$ cat src/rtl/dma_evt_flag_pkg.sv
// Shared constants and types of the event flag unit.
// Assumes a four-bit nibble per channel in the status and clear words.
package dma_evt_flag_pkg;
    localparam int NIB_W   = 4;
    localparam int POS_SUM = 0;
    localparam int POS_DONE = 1;
    localparam int POS_HALF = 2;
    localparam int POS_ERR  = 3;

    typedef enum logic [1:0] {
        CAUSE_NONE = 2'd0,
        CAUSE_HALF = 2'd1,
        CAUSE_DONE = 2'd2,
        CAUSE_ERR  = 2'd3
    } cause_e;
endpackage

$ cat src/rtl/dma_evt_chan_slice.sv
// One channel's sticky flags and its interrupt line.
// Assumes clr_nib is already qualified by a write to the clear address.
// An event in the same cycle as a clear leaves the flag set.
module dma_evt_chan_slice
    import dma_evt_flag_pkg::*;
(
    input  logic             clk,
    input  logic             rst_n,
    input  logic             ev_done,
    input  logic             ev_half,
    input  logic             ev_err,
    input  logic [NIB_W-1:0] clr_nib,
    input  logic [NIB_W-1:0] en_nib,
    output logic             done_q,
    output logic             half_q,
    output logic             err_q,
    output logic [NIB_W-1:0] stat_nib,
    output logic             irq
);
    logic kill_all;

    // Purpose: a summary-position clear removes every flag of the channel.
    assign kill_all = clr_nib[POS_SUM];

    // Purpose: set on event, otherwise drop on a matching clear.
    always_ff @(posedge clk) begin
        if (!rst_n) begin
            done_q <= 1'b0;
            half_q <= 1'b0;
            err_q  <= 1'b0;
        end else begin
            done_q <= ev_done | (done_q & ~(kill_all | clr_nib[POS_DONE]));
            half_q <= ev_half | (half_q & ~(kill_all | clr_nib[POS_HALF]));
            err_q  <= ev_err  | (err_q  & ~(kill_all | clr_nib[POS_ERR]));
        end
    end

    // Purpose: pack the nibble with the summary bit and gate the interrupt.
    always_comb begin
        stat_nib           = '0;
        stat_nib[POS_DONE] = done_q;
        stat_nib[POS_HALF] = half_q;
        stat_nib[POS_ERR]  = err_q;
        stat_nib[POS_SUM]  = done_q | half_q | err_q;
        irq                = |(stat_nib & en_nib);
    end
endmodule

$ cat src/rtl/dma_evt_reg_port.sv
// Register port: status read-back and the write-one-to-clear decode.
// Assumes address 0 holds the read-only status word and address 1 the clear word.
module dma_evt_reg_port #(
    parameter int DATA_W = 32,
    parameter int FLAG_W = 28
) (
    input  logic              bus_wr,
    input  logic              bus_addr,
    input  logic [DATA_W-1:0] bus_wdata,
    input  logic [FLAG_W-1:0] stat_flat,
    output logic [FLAG_W-1:0] clr_flat,
    output logic [DATA_W-1:0] bus_rdata
);
    // Purpose: only a write to the clear address produces clear strobes.
    always_comb begin
        clr_flat = (bus_wr && bus_addr) ? bus_wdata[FLAG_W-1:0] : '0;
    end

    // Purpose: status word zero-padded; the clear address reads as zero.
    always_comb begin
        bus_rdata = '0;
        if (!bus_addr) begin
            bus_rdata[FLAG_W-1:0] = stat_flat;
        end
    end

    generate
        if (DATA_W > FLAG_W) begin : g_pad
            logic unused_wdata_hi;
            assign unused_wdata_hi = ^bus_wdata[DATA_W-1:FLAG_W];
        end
    endgenerate
endmodule

$ cat src/rtl/dma_evt_cause_dec.sv
// Prioritised cause decoder for one selected channel.
// Precedence: error, then complete, then half; an unknown channel gives none.
module dma_evt_cause_dec
    import dma_evt_flag_pkg::*;
#(
    parameter int NUM_CH = 7,
    parameter int SEL_W  = 3
) (
    input  logic [NUM_CH-1:0] done_v,
    input  logic [NUM_CH-1:0] half_v,
    input  logic [NUM_CH-1:0] err_v,
    input  logic [SEL_W-1:0]  cause_sel,
    output cause_e            cause
);
    // Purpose: pick the selected channel's flags, then apply the fixed precedence.
    always_comb begin
        logic d;
        logic h;
        logic e;
        d = 1'b0;
        h = 1'b0;
        e = 1'b0;
        for (int c = 0; c < NUM_CH; c++) begin
            if (int'(cause_sel) == c) begin
                d = done_v[c];
                h = half_v[c];
                e = err_v[c];
            end
        end
        if (e)      cause = CAUSE_ERR;
        else if (d) cause = CAUSE_DONE;
        else if (h) cause = CAUSE_HALF;
        else        cause = CAUSE_NONE;
    end
endmodule

$ cat src/rtl/dma_evt_flag_unit.sv
// Top of the event flag unit: one slice per channel, the register port
// and the cause decoder. Assumes 4*NUM_CH <= DATA_W and NUM_CH < 2**SEL_W.
module dma_evt_flag_unit
    import dma_evt_flag_pkg::*;
#(
    parameter int NUM_CH = 7,
    parameter int DATA_W = 32,
    parameter int SEL_W  = 3
) (
    input  logic                    clk,
    input  logic                    rst_n,
    input  logic [NUM_CH-1:0]       ev_half,
    input  logic [NUM_CH-1:0]       ev_done,
    input  logic [NUM_CH-1:0]       ev_err,
    input  logic [NIB_W*NUM_CH-1:0] int_en,
    input  logic                    bus_wr,
    input  logic                    bus_addr,
    input  logic [DATA_W-1:0]       bus_wdata,
    output logic [DATA_W-1:0]       bus_rdata,
    input  logic [SEL_W-1:0]        cause_sel,
    output logic [1:0]              cause_code,
    output logic [NUM_CH-1:0]       irq
);
    localparam int FLAG_W = NIB_W * NUM_CH;

    logic [FLAG_W-1:0] stat_flat;
    logic [FLAG_W-1:0] clr_flat;
    logic [NUM_CH-1:0] done_v;
    logic [NUM_CH-1:0] half_v;
    logic [NUM_CH-1:0] err_v;
    cause_e            cause;

    // Purpose: one flag slice per channel, nibble c at bits 4c+3..4c.
    generate
        for (genvar c = 0; c < NUM_CH; c++) begin : g_ch
            dma_evt_chan_slice u_slice (
                .clk      (clk),
                .rst_n    (rst_n),
                .ev_done  (ev_done[c]),
                .ev_half  (ev_half[c]),
                .ev_err   (ev_err[c]),
                .clr_nib  (clr_flat[NIB_W*c +: NIB_W]),
                .en_nib   (int_en[NIB_W*c +: NIB_W]),
                .done_q   (done_v[c]),
                .half_q   (half_v[c]),
                .err_q    (err_v[c]),
                .stat_nib (stat_flat[NIB_W*c +: NIB_W]),
                .irq      (irq[c])
            );
        end
    endgenerate

    dma_evt_reg_port #(.DATA_W(DATA_W), .FLAG_W(FLAG_W)) u_regs (
        .bus_wr    (bus_wr),
        .bus_addr  (bus_addr),
        .bus_wdata (bus_wdata),
        .stat_flat (stat_flat),
        .clr_flat  (clr_flat),
        .bus_rdata (bus_rdata)
    );

    dma_evt_cause_dec #(.NUM_CH(NUM_CH), .SEL_W(SEL_W)) u_cause (
        .done_v    (done_v),
        .half_v    (half_v),
        .err_v     (err_v),
        .cause_sel (cause_sel),
        .cause     (cause)
    );

    // Purpose: expose the decoded cause as a plain two-bit code.
    assign cause_code = cause;
endmodule

$ cat config.mk
export PLATFORM = sky130hd
export DESIGN_NAME = dma_evt_flag_unit
export DESIGN_NICKNAME = d
export VERILOG_FILES = /design/src/rtl/dma_evt_flag_pkg.sv /design/src/rtl/dma_evt_chan_slice.sv /design/src/rtl/dma_evt_reg_port.sv /design/src/rtl/dma_evt_cause_dec.sv /design/src/rtl/dma_evt_flag_unit.sv
export SDC_FILE = /design/constraint.sdc
export NUM_CORES = 1
export LEC_CHECK = 0
export BUFFER_PORTS_ARGS = -buffer_cell sky130_fd_sc_hd__buf_2
export CELL_PAD_IN_SITES_DETAIL_PLACEMENT = 1
export CELL_PAD_IN_SITES_GLOBAL_PLACEMENT = 1
export CORE_MARGIN = 2
export CORE_UTILIZATION = 30
export DETAILED_ROUTE_END_ITERATION = 10
export GPL_TIMING_DRIVEN = 0
export PLACE_DENSITY = 0.93
export SYNTH_ARGS = -nofsm -noshare
export SYNTH_HDL_FRONTEND = slang
export SYNTH_HIERARCHICAL = 1
export SYNTH_SLANG_ARGS = --single-unit
$ cat constraint.sdc
create_clock -name clk -period 2.8 [get_ports clk]
set_input_delay 0.28 -clock clk [delete_from_list [all_inputs] [get_ports clk]]
set_output_delay 0.28 -clock clk [all_outputs]
set_load 0.005 [all_outputs]
==> Word-level counts from Yosys, hierarchy flattened <==
Index checks and enable logic that the tools add are counted.
{ "word_totals": {"elab_cells": 167, "out_inout_bits": 41, "regBits": 21} }
{ "op_classes": {"n_bitwise": 105, "n_mux": 26, "eq_ne": 6, "reduce_logical": 9} }
{ "ops": {"columns": ["cell", "n"], "rows": [
  ["28-bit 2-to-1 mux", 2],
  ["1-bit OR", 56],
  ["4-bit AND", 7],
  ["4-bit OR reduction", 7],
  ["1-bit 2-to-1 mux", 22],
  ["1-bit AND", 21],
  ["1-bit inverter", 21],
  ["3-bit equality test (second input constant)", 4],
  ["3-bit by 2-bit equality test with 1-bit output (second input constant)", 2],
  ["2-bit 2-to-1 mux", 2],
  ["3-bit zero test", 1],
  ["1-bit logical AND", 1]
]} }

==> Logic depth before layout (Yosys ltp) <==
{ "logic_depth": {"ltp_word": 11, "depth_mapped": 5} }

==> Cells and area by module <==
Netlist, hierarchy kept.
{ "by_module_without_submodules": {"columns": ["mod", "seq_area_each_um2", "instances", "cells_per_inst", "area_each_um2"], "rows": [
  ["dma_evt_chan_slice", 60.1, 7, 15, 157.7],
  ["dma_evt_reg_port", 0.0, 1, 69, 449.2],
  ["dma_evt_cause_dec", 0.0, 1, 25, 209.0]
]} }

==> Worst setup path before layout <==
No wires, ideal clock.
{ "synth_timing": {"path_kind": "input port to output port", "from": "input port cause_sel[2]", "to": "output port cause_code[0]", "path_buffers": 1, "stages": 4, "t_arrival_ps": 1284, "slack_ps": 1236, "path_cell_list": "clkbuf_1 mux4_2 mux2_2 o21ai_1"} }
{ "synth_via": {"elab_chain_cells": 11, "elab_cells_between_ends": 31, "classes_between": "eq/ne (6); mux (24); reduce/logical (1)"} }
{ "synth_rtl": {"columns": ["item", "line_no", "rtl"], "rows": [
  ["start, declared", "dma_evt_flag_unit.sv:20", "input logic [SEL_W-1:0] cause_sel,"],
  ["3-bit zero test", "dma_evt_cause_dec.sv:24", "if (int'(cause_sel) == c) begin"],
  ["1-bit 2-to-1 mux (7 in series)", "dma_evt_cause_dec.sv:24", null],
  ["1-bit 2-to-1 mux", "dma_evt_cause_dec.sv:32", "else if (h) cause = CAUSE_HALF;"],
  ["2-bit 2-to-1 mux", "dma_evt_cause_dec.sv:31", "else if (d) cause = CAUSE_DONE;"],
  ["2-bit 2-to-1 mux (*)", "dma_evt_cause_dec.sv:30", "if (e) cause = CAUSE_ERR;"],
  ["end, declared", "dma_evt_flag_unit.sv:21", "output logic [1:0] cause_code,"]
]} }
Every way passes the cells marked *; elsewhere a longest branch is shown, timed or not.

==> Final worst setup path <==
{ "layout_timing": {"from": "register g_ch[5].u_slice.done_q", "to": "output port cause_code[1]"} }
{ "layout_via": {"elab_chain_cells": 4} }
{ "layout_rtl": {"columns": ["item", "line_no", "rtl"], "rows": [
  ["start, declared", "dma_evt_chan_slice.sv:14", "output logic done_q,"],
  ["start signal, assigned", "dma_evt_chan_slice.sv:32", "done_q <= ev_done | (done_q & ~(kill_all | clr_nib[POS_DONE]));"],
  ["1-bit 2-to-1 mux (2 in series)", "dma_evt_cause_dec.sv:24", null],
  ["2-bit 2-to-1 mux", "dma_evt_cause_dec.sv:31", null],
  ["2-bit 2-to-1 mux", "dma_evt_cause_dec.sv:30", null]
]} }
Every way passes these cells.

==> results.yml <==
timing:
  finalHoldViolations: 0
  finalMaxSlewViolations: 0
  fmax_ghz: 0.5129
  period_needed_ps: 1950
  finalSetupViolations: 0
  setup_ws_ps: 850.2
  rsz0062_at_grt: "false"
  fin_crit_sh_pct: 69.64
  hold_ws_ps: 224.0
  tns_ps: 0
  skew_ps: 0
floorplanning:
  initial_core_util_pct: 31.60
  core_mm2: 0.005574
  num_rows: 27
  ios: 129
  die_w_um: 80.63
  die_area_mm2: 0.006501
  die_height_um: 80.63
placement:
  dpl.hpwl_um: 4942
  gp_congestion: 0.7530
  place_ws_ps: 982.7
  io_buffer_count: 116
synth:
  synthTopCellsByArea: "dfxtp_1 24%, buf_4 11%, nor2b_1 9.9%"
  synth.avg_cell_area_um2: 8.853
  synth_seq_cells: 21
  syn_inst: 199
  synthDistinctLibCells: 26
  syn-cell-area_mm2: 0.001762
  synth-seq-area-share_pct: 23.86
  yosys_warnings: 6
  yosysTopAreaCell: "dfxtp_1"
  synth_top_area_share_pct: 23.86
grt:
  grt_util_met1_pct: 21.01
  grt_pass1_wl_um: 9163
  antenna_found_initial: 0
  overflow: 0
  gr-usage-met3_pct: 3.146
  grt_usage_pct: 18.00
  grt-busiest-layer: "met2"
  grt_max_degree: 22
  use_met2_pct: 33.92
  grt_pass1_vias: 1963
drt:
  drt-total-wl_um: 5929
  wl_per_cell_um: 15.05
  vias: 1915
  routed_via_density: 4.860
  drtIter0Drc: 34
  drt.antenna.violating_nets: 0
  drc: 0
  drt_first_pass_iters: 4
critical_path:
  crit_path_start_kind: "flop"
  slowest_stage: "mux4_2"
  critPathArrivalTime_ps: 1670
  cpPeakStageDelay_ps: 480
  worstPathRequired_ps: 2520
  path_max_fanout: 5
  critPathCaptureType: "output port"
  critPathKind: "reg -> out"
  crit_chain: "mux4_2 -> mux2_2 -> nand2b_1 -> buf_2"
finish:
  nets: 411
  mostFrequentLayoutCells: "121 x buf_2, 28 x nor2b_1, 26 x buf_4"
  diodes: 0
  drive_gt1_share_pct: 53.42
  area_growth_pct: 41.26
  final_common_cell: "buf_2"
cts:
  clkLatencyLatePin_ps: 260
  cts_sinks: 21
  htree_num_levels: 1
  cts_root_buf: "clkbuf_8"
  clockBufferDepth: 2
  cts_resized: 0
  clk_pin_slew_ps: 80
  tritoncts: "built"
  hold_buffers: 0
  cts_setup_buffers: 0
  cts_buffers: 3
pwr:
  peakVddDrop_mv: 0.1439
  switching_share_pct: 28.67
  power_density_mw_per_mm2: 345.2
  p_leak_nw: 1.319
  power_frac_clock_pct: 23.9
  internal_power_uw: 612.8
  p_comb_share_pct: 35.1
  switchingPower_uw: 246.3
  seqPwrFrac_pct: 41.0
worst_hold_path:
  hold_class: "in -> reg"
flow_run:
  cap_violations: 0
status:
  outcome: "finished clean"
==> flip-flops by register name, indices dropped and copies added, names as in the netlist <==
| name | flops |
|---|---|
| g_ch.u_slice/err_q | 7 |
| g_ch.u_slice/half_q | 7 |
| g_ch.u_slice/done_q | 7 |
==> metrics by stage <==
stage / power (mW) / cells / cell area [µm²] / utilization, %
floorplan: 0.5280 / 202 / 1773 / -
global placement: 0.6530 / 390 / 2444 / 43.84
detailed placement: 0.6660 / 390 / 2444 / 43.84
CTS: 0.8742 / 394 / 2489 / 44.65
global route: 0.9188 / 394 / 2489 / 44.65
finish: 0.8591 / 394 / 2489 / 44.65
==> worst max-delay path, delay by kind of cell (launching register included) <==
family | cells | cell delay, ps
AND/OR/NAND/NOR | 1 | 140
flip-flops | 1 | 370
multiplexers | 2 | 770
buffers and inverters | 1 | 140
==> power by group through the flow <==
stage / Combinational [mW] / Clock, mW / Sequential, mW
6_report: 0.301 / 0.205 / 0.352
5_1_grt: 0.333 / 0.228 / 0.358
4_1_cts: 0.306 / 0.214 / 0.354
3_5_place_dp: 0.305 / 0 / 0.361
3_3_place_gp: 0.293 / 0 / 0.361
2_1_floorplan: 0.182 / 0 / 0.346
==> cells in the mapped netlist <==
library cell  number
buf_6              3
o21ai_0            4
o21a_1            21
mux4_2             2
nor2b_1           28
and3_1            20
buf_2              5
clkbuf_2           1
mux2_2             1
o21ai_1            1
dfxtp_1           21
a221o_1            7
nand2_1            1
clkbuf_1           1
nand2b_1           1
or3_4              7
nor3_1             1
conb_1             1
mux2i_1            5
buf_4             26
a221oi_1           1
nor3b_1           21
a22o_1             7
nand3b_1           4
and3_2             8
inv_1              1
==> final cells by class <==
cell class                      count  area [µm²]
Buffer                             36       262.8
Clock buffer                        4       45.04
Fill cell                         735        3085
Inverter                            1       3.754
Multi-Input combinational cell    144        1086
Sequential cell                    21       420.4
Tap cell                           72       90.09
Timing Repair Buffer              116       580.6
==> logic make-up (layout without fill, tap and decap cells) <==
family	count (synthesis)	in the layout	share of synthesized area (%)
AND/OR/NAND/NOR	91	91	36.43
multiplexers	8	8	6.037
buffers and inverters	37	157	15.13
flip-flops	21	21	23.86
AO/OA/AOI/OAI	41	41	18.32
other	1	4	0.2129
==> final timing paths <==
path | start | endpoint | slack, ps | cells after the start
hold / removal | ev_err[6] | g_ch[6].u_slice/err_q | 220 | 2
hold reg to reg | g_ch[5].u_slice/err_q | g_ch[5].u_slice/err_q | 690 | 2
setup / recovery | g_ch[5].u_slice/done_q | cause_code[1] | 850 | 4
setup reg to reg | g_ch[6].u_slice/half_q | g_ch[6].u_slice/half_q | 1920 | 2
==> routing by layer <==
metal  vias to the layer above  share of wire (%)
li1                        938                  -
met1                       897                 41
met2                        76                 52
met3                         4                6.5
met4                         0               0.66
met5                         -                  0
Power figures use the tool's default switching activity.
